--- src/rtl/adc_seq_pkg.sv ---
package adc_seq_pkg;

  typedef enum logic [1:0] {
    PH_IDLE = 2'd0,
    PH_CONV = 2'd1,
    PH_HOLD = 2'd2
  } seq_phase_t;

endpackage

--- src/rtl/adc_start_sync.sv ---
module adc_start_sync #(
  parameter int STAGES = 2
) (
  input  logic clk,
  input  logic rst,
  input  logic start_n,
  output logic start_fall
);

  logic [STAGES-1:0] chain;
  logic              last_q;

  genvar g;
  generate
    for (g = 0; g < STAGES; g++) begin : g_stage
      if (g == 0) begin : g_first
        always_ff @(posedge clk) begin
          if (rst) chain[0] <= 1'b1;
          else     chain[0] <= start_n;
        end
      end else begin : g_next
        always_ff @(posedge clk) begin
          if (rst) chain[g] <= 1'b1;
          else     chain[g] <= chain[g-1];
        end
      end
    end
  endgenerate

  always_ff @(posedge clk) begin
    if (rst) last_q <= 1'b1;
    else     last_q <= chain[STAGES-1];
  end

  assign start_fall = last_q & ~chain[STAGES-1];

endmodule

--- src/rtl/adc_seq_timer.sv ---
module adc_seq_timer #(
  parameter int CNT_W = 8
) (
  input  logic             clk,
  input  logic             load,
  input  logic [CNT_W-1:0] load_val,
  output logic             expired
);

  logic [CNT_W-1:0] cnt_q;

  always_ff @(posedge clk) begin
    if (load)              cnt_q <= load_val;
    else if (cnt_q != '0)  cnt_q <= cnt_q - 1'b1;
  end

  assign expired = (cnt_q == '0);

endmodule

--- src/rtl/adc_seq_ctrl.sv ---
module adc_seq_ctrl
  import adc_seq_pkg::*;
#(
  parameter int DATA_W      = 16,
  parameter int CONV_CYCLES = 130,
  parameter int ACQ_CYCLES  = 69,
  parameter int CNT_W       = 8
) (
  input  logic              clk,
  input  logic              rst,
  input  logic              start_fall,
  input  logic              expired,
  input  logic [DATA_W-1:0] sample_in,
  output logic              load,
  output logic [CNT_W-1:0]  load_val,
  output logic              busy,
  output logic              done,
  output logic [DATA_W-1:0] result,
  output logic              result_oe
);

  localparam logic [CNT_W-1:0] CONV_LOAD = CNT_W'(CONV_CYCLES - 1);
  localparam logic [CNT_W-1:0] HOLD_LOAD = CNT_W'(ACQ_CYCLES - 1);

  seq_phase_t phase_q;
  logic       launch;
  logic       finish;

  assign launch = (phase_q == PH_IDLE) && start_fall;
  assign finish = (phase_q == PH_CONV) && expired;

  always_comb begin
    load     = 1'b0;
    load_val = HOLD_LOAD;
    if (rst) begin
      load = 1'b1;
    end else if (launch) begin
      load     = 1'b1;
      load_val = CONV_LOAD;
    end else if (finish) begin
      load = 1'b1;
    end
  end

  always_ff @(posedge clk) begin
    if (rst) begin
      phase_q   <= PH_HOLD;
      busy      <= 1'b0;
      done      <= 1'b0;
      result    <= '0;
      result_oe <= 1'b0;
    end else begin
      done <= 1'b0;
      unique case (phase_q)
        PH_IDLE: begin
          if (start_fall) begin
            phase_q <= PH_CONV;
            busy    <= 1'b1;
          end
        end
        PH_CONV: begin
          if (expired) begin
            phase_q   <= PH_HOLD;
            busy      <= 1'b0;
            done      <= 1'b1;
            result    <= sample_in;
            result_oe <= 1'b1;
          end
        end
        PH_HOLD: begin
          if (expired) phase_q <= PH_IDLE;
        end
        default: phase_q <= PH_HOLD;
      endcase
    end
  end

endmodule

--- src/rtl/adc_conv_sequencer.sv ---
module adc_conv_sequencer #(
  parameter int DATA_W      = 16,
  parameter int CONV_CYCLES = 130,
  parameter int ACQ_CYCLES  = 69,
  parameter int SYNC_STAGES = 2
) (
  input  logic              clk,
  input  logic              rst,
  input  logic              start_n,
  input  logic [DATA_W-1:0] sample_in,
  output logic              busy,
  output logic              done,
  output logic [DATA_W-1:0] result,
  output logic              result_oe
);

  localparam int MAX_LEN = (CONV_CYCLES > ACQ_CYCLES) ? CONV_CYCLES : ACQ_CYCLES;
  localparam int CNT_W   = $clog2(MAX_LEN + 1);

  logic             start_fall;
  logic             tmr_load;
  logic [CNT_W-1:0] tmr_val;
  logic             tmr_expired;

  adc_start_sync #(.STAGES(SYNC_STAGES)) u_sync (
    .clk        (clk),
    .rst        (rst),
    .start_n    (start_n),
    .start_fall (start_fall)
  );

  adc_seq_timer #(.CNT_W(CNT_W)) u_timer (
    .clk      (clk),
    .load     (tmr_load),
    .load_val (tmr_val),
    .expired  (tmr_expired)
  );

  adc_seq_ctrl #(
    .DATA_W      (DATA_W),
    .CONV_CYCLES (CONV_CYCLES),
    .ACQ_CYCLES  (ACQ_CYCLES),
    .CNT_W       (CNT_W)
  ) u_ctrl (
    .clk        (clk),
    .rst        (rst),
    .start_fall (start_fall),
    .expired    (tmr_expired),
    .sample_in  (sample_in),
    .load       (tmr_load),
    .load_val   (tmr_val),
    .busy       (busy),
    .done       (done),
    .result     (result),
    .result_oe  (result_oe)
  );

endmodule

--- config.mk ---
export PLATFORM = sky130hd
export DESIGN_NAME = adc_conv_sequencer
export DESIGN_NICKNAME = d
export VERILOG_FILES = /design/src/rtl/adc_seq_pkg.sv /design/src/rtl/adc_start_sync.sv /design/src/rtl/adc_seq_timer.sv /design/src/rtl/adc_seq_ctrl.sv /design/src/rtl/adc_conv_sequencer.sv
export SDC_FILE = /design/constraint.sdc
export NUM_CORES = 1
export LEC_CHECK = 0
export ABC_AREA = 0
export BUFFER_PORTS_ARGS = -buffer_cell sky130_fd_sc_hd__buf_2
export CAP_MARGIN = 25
export CORE_MARGIN = 3
export CORE_UTILIZATION = 56
export DETAILED_ROUTE_END_ITERATION = 12
export GPL_ROUTABILITY_DRIVEN = 0
export PLACE_DENSITY = 0.92
export SLEW_MARGIN = 15
export SYNTH_ARGS = -nofsm -noshare
export SYNTH_HDL_FRONTEND = slang
export SYNTH_HIERARCHICAL = 1
export SYNTH_SLANG_ARGS = --single-unit
--- constraint.sdc ---
create_clock -name clk -period 5.5 [get_ports clk]
set_clock_uncertainty 0.05 [all_clocks]
set_input_delay 0.275 -clock clk [delete_from_list [all_inputs] [get_ports clk]]
set_output_delay 0.275 -clock clk [all_outputs]
set_load 0.005 [all_outputs]
==> results of run 1 <==
[registers in the layout, indices dropped and copies added, names as in the netlist]
register,count
u_ctrl/done,1
u_ctrl/result,16
u_sync/chain,2
u_ctrl/result_oe,1
u_ctrl/phase_q,2
u_ctrl/busy,1
u_sync/last_q,1
u_timer/cnt_q,8
[cell usage in the layout, fill, tap and decap left out, types with 2 or more instances in the layout]
master	n
buf_2	37
nand2b_1	35
dfxtp_1	24
mux2i_1	18
edfxtp_1	8
nand2_1	6
clkbuf_4	5
inv_1	5
nor2_1	4
conb_1	4
nand3_1	4
nor2b_1	3
or2_1	3
o21ai_0	3
nor3_1	2
xnor2_1	2
a21oi_1	2
[through the flow]
step                        util  cell area (um2)
final                     0.6857             1760
after global routing      0.6857             1760
after CTS                 0.6842             1757
after detailed placement  0.6637             1704
after global placement    0.6637             1704
after floorplan                -             1577
[cells by family after synthesis]
group,Yosys count
AO/OA/AOI/OAI,13
XOR/XNOR,2
adder cells (fa/ha/maj),1
buffers and inverters,20
flip-flops,32
multiplexers,18
other,1
AND/OR/NAND/NOR,68
[final cells by class]
| cell class | instances | area [um2] | share of cell area |
|---|---|---|---|
| clock inverter | 2 | 11.26 | 0.006397 |
| sequential | 32 | 720.7 | 0.4094 |
| clock buffer | 6 | 41.29 | 0.02345 |
| inverter | 6 | 22.52 | 0.01279 |
| multi-input combinational | 106 | 742.0 | 0.4215 |
| timing repair buffer | 37 | 185.2 | 0.1052 |
| tap | 30 | 37.54 | 0.02132 |
[path summary, 6_finish.rpt]
kind | startpoint | endpoint | slack, ns | cells after the start
hold / removal | start_n | u_sync/chain[0] | 0.07 | 2
hold reg to reg | u_sync/chain[0] | u_sync/chain[1] | 0.38 | 1
setup reg to reg | u_timer/cnt_q[2] | u_timer/cnt_q[7] | 2.62 | 7
setup / recovery | u_timer/cnt_q[2] | u_timer/cnt_q[7] | 2.62 | 7
[layer usage]
metal,global-route usage,vias up
li1,-,574
met1,0.1992,519
met2,0.3091,39
met3,0.07237,6
met4,0.09061,0
met5,0,-
[power by group]
part / leakage (nW) / switching, mW / total, mW / internal (mW)
logic: 0.448 / 0.0193 / 0.0409 / 0.0216
registers: 0.281 / 0.00874 / 0.259 / 0.250
clock network: 0.0326 / 0.0800 / 0.130 / 0.0496
total: 0.761 / 0.108 / 0.429 / 0.321
==> summary.txt, run 1 <==
Run status
  – Status: finished clean

Synth
  – Synth Instances: 155
  – Synth warn: 6
  – Most numerous cell in the Yosys netlist: nand2b_1
  – Main combinational cell family by area after synthesis: simple AND/OR/NAND/NOR gates
  – Asr flop ratio synth: 0
  – FF+latch count, synth: 32
  – Synth cell types: 41
  – Top cells by instance count after synthesis: nand2b_1 (35), dfxtp_1 (24), mux2i_1 (18)
  – EDFF count, synth: 8
  – Adder-cell area share of the yosys netlist: 0.007994
  – Syn Area/Cell: 10.10 um2
  – Top-area cell type share of the netlist area: 0.3070
  – Multiplexer area fraction after synthesis: 0.1151
  – Seq/Total Area, Yosys: 0.4604
  – Mapped cell area: 0.001565 mm2
  – XOR/XNOR share of the synthesized area: 0.01119
  – Yosys top cell by area: dfxtp_1
  – Synth Area in Compound Gates: 0.06075
  – Dominant cells by area after synthesis: dfxtp_1 (31%), edfxtp_1 (15%), nand2b_1 (14%), mux2i_1 (12%), buf_4 (2.9%)
  – Ys flop type: dfxtp_1
  – Synth Area in Simple Gates: 0.2670

GRT
  – All-layer global routing usage: 0.1835
  – Number of global-route vias before repair: 1,146
  – Largest net degree at the start of global routing: 43
  – Grt total ovfl: 0
  – Initial antenna violation count: 0
  – First-pass GRT wire length: 4.705 mm

Route
  – Met3 WL: 194 um
  – Top layer in use: met4
  – Routed vias: 1,138
  – Via/cell ratio: 5.196
  – Met2 wire len: 1.425 mm
  – Routed WL: 2.861 mm
  – DR WL/cell: 13.06 um
  – # DRC: 0
  – Drt initial violations: 11
  – Metal-1 WL: 1.183 mm
  – DRT Pass-1 Iters: 4
  – DRT antenna net count: 0

Place
  – IO buf count: 37
  – Detailed placement HPWL: 2.066 mm
  – Pre-CTS setup slack: 2.352 ns
  – Placed insts: 211

Clock tree
  – # Post-CTS Setup Buffers: 0
  – CTS clk-pin slew, worst paths: 0.10 ns
  – CTS Sinks: 32
  – Worst-skew pair later-pin latency: 0.34 ns
  – # hold bufs at CTS: 0
  – CTS root buffer: clkbuf_4
  – H-tree Lvls: 2
  – CTS Buf Count: 5
  – Clock tree buffer depth: 2
  – CTS tree: yes
  – PostCTS Resize Cnt: 0

Die
  – Num ports: 38
  – Placeable Area: 0.002567 mm2
  – Site row count: 18
  – Initial Utilization: 0.6096
  – Die W: 58.87 um
  – Total die area: 0.003466 mm2
  – Die Ht: 58.87 um

STA
  – Max_slew headroom: 0.3148
  – Final worst path period need: 2.883 ns
  – Fmax: 0.3469 GHz
  – RSZ-0062 raised after global routing: no
  – Final period util: 0.5242
  – Final setup viols: 0
  – Setup TNS: 0 ns
  – Setup WS post-layout: 2.617 ns
  – Final Slew Violations: 0
  – Worst Tran Pin Value: 1.028 ns
  – Final Hold Viols: 0
  – Hold_ws: 0.06504 ns

Final layout
  – Nets: 208
  – Diodes inserted: 0
  – Share of post-route cells with drive strength above 1: 0.2593
  – P&R area growth vs syn: 12.47%
  – Final Non-Filler Cells: 219
  – Filler cells: 199

Worst setup path
  – CP top delay family: simple AND/OR/NAND/NOR gates
  – Crit Path Class: reg -> reg
  – WP buf/inv: 0
  – CP Capture Type: flip-flop
  – CP arrival: 2.93 ns
  – Element type at the critical path start: flip-flop
  – CP Cell Sequence: nor4_2 -> and3_1 -> mux2i_1 -> o21bai_2 -> nand2b_1 -> a21oi_1 -> or3b_1
  – Crit path required time: 5.54 ns
  – CP max FO: 19
  – Critical path's largest stage delay: 0.54 ns
  – CP max-delay cell: o21bai_2

Flow run
  – Maximum capacitance violations: 0

Power and ir drop
  – Total Power: 0.4293 mW
  – Worst VDD drop: 203.2 uV
  – Power Dens Cells: 243.9 mW/mm2
  – Lkg Pwr: 0.7611 nW

Worst hold path
  – Hold WC Path Type: in -> reg
No activity file was read; power rests on OpenSTA's default activity.
==> run 2: changes to the inputs <==
--- a/config.mk
+++ b/config.mk
@@ -9,10 +9,10 @@
 export BUFFER_PORTS_ARGS = -buffer_cell sky130_fd_sc_hd__buf_2
 export CAP_MARGIN = 25
 export CORE_MARGIN = 3
-export CORE_UTILIZATION = 56
+export CORE_UTILIZATION = 47
 export DETAILED_ROUTE_END_ITERATION = 12
 export GPL_ROUTABILITY_DRIVEN = 0
-export PLACE_DENSITY = 0.92
+export PLACE_DENSITY = 0.83
 export SLEW_MARGIN = 15
 export SYNTH_ARGS = -nofsm -noshare
 export SYNTH_HDL_FRONTEND = slang
==> constraint.sdc (replaced) <==
create_clock -name clk -period 2.5 [get_ports clk]
set_clock_uncertainty 0.05 [all_clocks]
set_input_delay 0.125 -clock clk [delete_from_list [all_inputs] [get_ports clk]]
set_output_delay 0.125 -clock clk [all_outputs]
set_load 0.005 [all_outputs]
==> run 2 against run 1 <==
  * Setup slack got worse by 2.5 ns
  * Count of clock-buffer cells in the layout shrank 1
  * Critical path depth decreased by 1
  * Sequential cell count unchanged
  * Via count grew 6.5%
  * Wire length increased by 15%
  * Maximum frequency increased by 23%
  * Hold slack lost 0.033 ns
  * Combinational power grew to 2.8 times the previous value
  * Clock power rose to 3.0 times the previous value
  * Final area rose by 13%
  * First-iteration DRC count is 140% higher
  * Largest cell class unchanged
==> summary.txt, run 2 (synthesized netlist as in run 1, its figures left out) <==
Run status
  – Status: finished clean

Clock tree
  – CTS Sinks: 32 (unchanged)
  – # Post-CTS Setup Buffers: 0 (unchanged)
  – CTS root buffer: clkbuf_4
  – CTS clk-pin slew, worst paths: 0.10 ns (about the same)
  – CTS tree: yes
  – H-tree Lvls: 2 (unchanged)
  – Worst-skew pair later-pin latency: 0.33 ns (about the same)
  – CTS Buf Count: 5 (unchanged)
  – Clock tree buffer depth: 2 (unchanged)

GRT
  – First-pass GRT wire length: 5.568 mm (+18%)
  – Largest net degree at the start of global routing: 43 (unchanged)
  – Number of global-route vias before repair: 1,171 (+2.2%)
  – Initial antenna violation count: 0 (unchanged)
  – Grt total ovfl: 0 (unchanged)
  – All-layer global routing usage: 0.1813 (-0.002183)

Route
  – Drt initial violations: 26 (+15)
  – # DRC: 0 (unchanged)
  – Via/cell ratio: 4.810 (-7.4%)
  – DRT Pass-1 Iters: 4 (unchanged)
  – DR WL/cell: 13.08 um (about the same)
  – DRT antenna net count: 0 (unchanged)
  – Routed vias: 1,212 (+6.5%)
  – Routed WL: 3.295 mm (+15%)

Die
  – Die W: 63.71 um (+8.2%)
  – Total die area: 0.004059 mm2 (+17%)
  – Num ports: 38 (unchanged)
  – Initial Utilization: 0.5044 (-0.1052)
  – Die Ht: 63.71 um (+8.2%)
  – Site row count: 20 (+2)
  – Placeable Area: 0.003103 mm2 (+21%)

Worst setup path
  – RR Endpoint: u_timer/cnt_q[1]
  – CP max-delay cell: edfxtp_1
  – Element type at the critical path start: flip-flop
  – Critical path's largest stage delay: 0.49 ns (-0.05 ns)
  – Cell count along the critical path: 6 (-1)
  – CP Capture Type: flip-flop
  – CP arrival: 2.33 ns (-0.60 ns)
  – CP top delay family: simple AND/OR/NAND/NOR gates
  – WP buf/inv: 1 (+1)
  – Worst r2r src: u_timer/cnt_q[2]
  – Crit path to: u_timer/cnt_q[1]
  – Crit. Startpoint: u_timer/cnt_q[2]
  – Reg2reg setup slack: 0.15 ns (-2.47 ns)
  – CP max FO: 17 (-2)
  – Crit path required time: 2.48 ns (-3.06 ns)
  – Crit Path Class: reg -> reg
  – Reg2Reg Depth: 6 (-1)
  – CP Cell Sequence: nor4_2 -> and3_1 -> mux2i_1 -> o21bai_1 -> buf_4 -> nand2b_2

Power and ir drop
  – Worst VDD drop: 413.9 uV (+100%)
  – Power Dens Cells: 538.0 mW/mm2 (+120%)
  – Lkg Pwr: 0.8546 nW (+12%)

Final layout
  – Max FFs per register: 16 (unchanged)
  – Share of post-route cells with drive strength above 1: 0.2548 (-0.004452)
  – Most frequent cells in the layout: buf_2 (37), nand2b_1 (34), dfxtp_1 (24)
  – Multi-input gate area: 740.7 um2 (-0.17%)
  – Final Core Density: 0.6399 (-0.04575)
  – Largest register by flop count: u_ctrl/result
  – Diodes inserted: 0 (unchanged)
  – P&R area growth vs syn: 26.86%
  – Commonest non-fill, non-tap cell in the layout: buf_2
  – Largest regs: u_ctrl/result: 16 flops, u_timer/cnt_q: 8 flops
  – FF/Latch Area: 720.7 um2 (unchanged)
  – Filler cells: 246 (+24%)
  – Nets: 227 (+9.1%)

STA
  – Final setup viols: 0 (unchanged)
  – Setup TNS: 0 ns (unchanged)
  – Final Hold Viols: 0 (unchanged)
  – RSZ-0062 raised after global routing: no
  – Final worst path period need: 2.353 ns (-0.5299 ns)
  – Max_slew headroom: 0.6527 (+0.3378)
  – Final Slew Violations: 0 (unchanged)
  – Fmax: 0.4250 GHz (+23%)
  – Worst Tran Pin Value: 0.5210 ns (-0.5067 ns)
  – Final period util: 0.9412 (+0.4171)

Worst hold path
  – WHS Path Cells: 3 (+1)
  – Hold path startpoint: sample_in[12]
  – Hold WC Path Type: in -> reg

Place
  – IO buf count: 37 (unchanged)
  – Detailed placement HPWL: 1.974 mm (-4.5%)

Flow run
  – Maximum capacitance violations: 0 (unchanged)
-- run 2: changes by cell type in the layout (fill, tap and decap cells not counted), sizes merged --
cell	delta
dlygate4sd3	+16
buf	+3
bufinv	+1
clkbuf	-1
-- run 2: worst min-delay path by stage --
stage | endpoint | slack [ns]
6_report | u_ctrl/result[12] | 0.03
5_1_grt | u_ctrl/result[12] | 0.02
4_1_cts | u_ctrl/result[12] | 0.001
3_5_place_dp | u_sync/chain[0] | 0.26
3_3_place_gp | u_sync/chain[0] | 0.25
2_1_floorplan | u_sync/chain[0] | 0.17
-- run 2: area by class of cell --
cell class / count / share of cell area
multi-input cells: 106 / 0.3730
flip-flops and latches: 32 / 0.3629
repair buffers: 56 / 0.1853
well taps: 44 / 0.02773
clock inverters: 3 / 0.02079
clock buffers: 5 / 0.01890
inverters: 6 / 0.01134
-- run 2: worst min-delay path, cell delays in order --
cell and delay, ns:
buf_2 0.10, nand2b_1 0.07, mux2i_1 0.07
-- run 2: stage by stage --
| stage | instance area, um2 | hold WS [ns] | cells | worst slack (ns) | power [mW] |
|---|---|---|---|---|---|
| 4_1_cts | 1983 | 0.001451 | 252 | 0.06478 | 1.079 |
| 3_3_place_gp | 1744 | 0.2505 | 228 | 0.2387 | 0.6636 |
| 5_1_grt | 1986 | 0.01890 | 252 | 0.03132 | 1.126 |
| 6_report | 1986 | 0.03244 | 252 | 0.1469 | 1.068 |
| 3_5_place_dp | 1744 | 0.2579 | 228 | 0.1203 | 0.6730 |
| 2_1_floorplan | 1577 | 0.1721 | 158 | 0.2321 | 0.6448 |
-- run 2: report_power, final --
group          switching [mW]  internal [mW]
combinational          0.0478         0.0662
sequential             0.0196          0.550
clock                   0.175          0.209
total                   0.243          0.826
-- run 2: timing repair --
item,in CTS,in global routing
gates resized for setup,0,1
hold endpoints to repair,16,0
endpoints found under the setup margin,0,8
hold buffers,16,0
-- run 2: layer usage --
metal,global-route usage,share of wire,up-vias
met3,0.06417,0.048,7
met1,0.2049,0.42,564
li1,-,-,611
met5,0,0,-
met4,0.08086,0.023,0
met2,0.3051,0.51,30
==> run 3: changes to the inputs <==
--- a/config.mk
+++ b/config.mk
@@ -9,10 +9,11 @@
 export BUFFER_PORTS_ARGS = -buffer_cell sky130_fd_sc_hd__buf_2
 export CAP_MARGIN = 25
 export CORE_MARGIN = 3
-export CORE_UTILIZATION = 47
+export CORE_UTILIZATION = 49
+export CTS_BUF_LIST = sky130_fd_sc_hd__clkbuf_4 sky130_fd_sc_hd__clkbuf_8
 export DETAILED_ROUTE_END_ITERATION = 12
 export GPL_ROUTABILITY_DRIVEN = 0
-export PLACE_DENSITY = 0.83
+export PLACE_DENSITY = 0.86
 export SLEW_MARGIN = 15
 export SYNTH_ARGS = -nofsm -noshare
 export SYNTH_HDL_FRONTEND = slang
==> run 3 against run 2 <==
  * Maximum frequency is 2.8% higher
  * Count of clock-buffer cells in the layout is 2 higher
  * Critical endpoint is now u_timer/cnt_q[7]
  * Global-route usage hardly changed
  * Largest power group unchanged
==> summary.txt, run 3 (synthesized netlist as in run 1, its figures left out) <==
Run status
  – Status: finished clean

Worst setup path
  – CP Capture Type: flip-flop
  – Crit path required time: 2.53 ns (+0.05 ns)
  – Element type at the critical path start: flip-flop
  – CP arrival: 2.32 ns (about the same)
  – CP max FO: 6 (-11)
  – Crit Path Class: reg -> reg

STA
  – Fmax: 0.4369 GHz (+2.8%)
  – Hold_ws: 0.03062 ns (-0.001824 ns)
  – Final Hold Viols: 0 (unchanged)
  – Final period util: 0.9155 (-0.02577)
  – Final worst path period need: 2.289 ns (-0.06442 ns)
  – Final Slew Violations: 0 (unchanged)
  – RSZ-0062 raised after global routing: no
  – Setup TNS: 0 ns (unchanged)
  – Final setup viols: 0 (unchanged)

Route
  – DR WL/cell: 12.86 um (-1.6%)
  – Routed WL: 3.216 mm (-2.4%)
  – Routed vias: 1,218 (+0.50%)
  – Via/cell ratio: 4.872 (+1.3%)
  – Drt initial violations: 42 (+62%)
  – # DRC: 0 (unchanged)
  – DRT Pass-1 Iters: 4 (unchanged)
  – DRT antenna net count: 0 (unchanged)

Clock tree
  – # Post-CTS Setup Buffers: 0 (unchanged)
  – PostCTS Resize Cnt: 0 (unchanged)
  – Worst-skew pair later-pin latency: 0.34 ns (about the same)
  – CTS root buffer: clkbuf_4
  – CTS tree: yes
  – CTS clk-pin slew, worst paths: 0.09 ns (about the same)
  – # hold bufs at CTS: 15 (-1)
  – CTS Sinks: 32 (unchanged)
  – Clock tree buffer depth: 2 (unchanged)
  – CTS Buf Count: 5 (unchanged)
  – H-tree Lvls: 2 (unchanged)

Final layout
  – Multi-input gate area: 738.2 um2 (-0.34%)
  – Commonest non-fill, non-tap cell in the layout: buf_2
  – Largest regs: u_ctrl/result: 16 flops, u_timer/cnt_q: 8 flops
  – Max FFs per register: 16 (unchanged)
  – P&R area growth vs syn: 25.02%
  – FF/Latch Area: 720.7 um2 (unchanged)
  – Share of post-route cells with drive strength above 1: 0.2548 (unchanged)
  – Nets: 227 (unchanged)
  – Largest register by flop count: u_ctrl/result
  – Filler cells: 220 (-11%)
  – Most frequent cells in the layout: buf_2 (37), nand2b_1 (35), dfxtp_1 (24)
  – Diodes inserted: 0 (unchanged)

Flow run
  – Maximum capacitance violations: 0 (unchanged)

Power and ir drop
  – Worst VDD drop: 412.2 uV (-0.40%)
  – Lkg Pwr: 0.8457 nW (-1.0%)
  – Power Dens Cells: 501.6 mW/mm2 (-6.8%)

GRT
  – Largest net degree at the start of global routing: 43 (unchanged)
  – First-pass GRT wire length: 5.589 mm (+0.38%)
  – Initial antenna violation count: 0 (unchanged)
  – All-layer global routing usage: 0.1815 (+0.0002006)
  – Number of global-route vias before repair: 1,260 (+7.6%)
  – Grt total ovfl: 0 (unchanged)

Die
  – Die Ht: 62.52 um (-1.9%)
  – Placeable Area: 0.002900 mm2 (-6.5%)
  – Initial Utilization: 0.5397 (+0.03525)
  – Num ports: 38 (unchanged)
  – Site row count: 19 (-5.0%)
  – Total die area: 0.003909 mm2 (-3.7%)
  – Die W: 62.52 um (-1.9%)

Place
  – Detailed placement HPWL: 1.986 mm (+0.58%)
  – IO buf count: 37 (unchanged)

Worst hold path
  – Hold WC Path Type: in -> reg
run 3: through the flow:
step	power, mW	area (um2)	std cells	util	setup WS (ns)
after floorplan	0.6448	1577	158	-	0.2321
after global placement	0.6644	1749	227	0.6031	0.3698
after detailed placement	0.6709	1749	227	0.6031	0.2489
after CTS	0.9917	1957	250	0.6747	0.2207
after global routing	1.035	1957	250	0.6747	0.04310
final	0.9816	1957	250	0.6747	0.2114
run 3: per-layer routing:
metal | part of all wire | GRT usage
met4 | 0.023 | 0.09091
met2 | 0.51 | 0.3129
met1 | 0.41 | 0.1919
met3 | 0.058 | 0.07014
met5 | 0 | 0
run 3: critical path, stage by stage, from the launching register on:
cell and delay [ns]:
edfxtp_1 0.50, nor4_2 0.31, and3_1 0.31, mux2i_1 0.10, o21bai_1 0.24, nand2b_1 0.15, a21oi_1 0.04, or3b_1 0.34
run 3: area by class of cell:
class	instances	area share
clock buffer	7	0.02685
clock inverter	1	0.002558
inverter	6	0.01151
multi-input combinational	106	0.3772
sequential	32	0.3683
tap	42	0.02685
timing repair buffer	56	0.1867
run 3: path summary, 6_finish.rpt:
kind                            end  depth (start not counted)  slack (ns)             start
setup / recovery   u_timer/cnt_q[7]                          7        0.21  u_timer/cnt_q[2]
hold / removal    u_ctrl/result[10]                          3        0.03     sample_in[10]
setup reg to reg   u_timer/cnt_q[7]                          7        0.21  u_timer/cnt_q[2]
hold reg to reg     u_sync/chain[1]                          1        0.37   u_sync/chain[0]
run 3: where the power goes:
part           switching, mW  internal [mW]
Clock                  0.169          0.131
Sequential            0.0209          0.550
Combinational         0.0454         0.0649
Total                  0.235          0.746
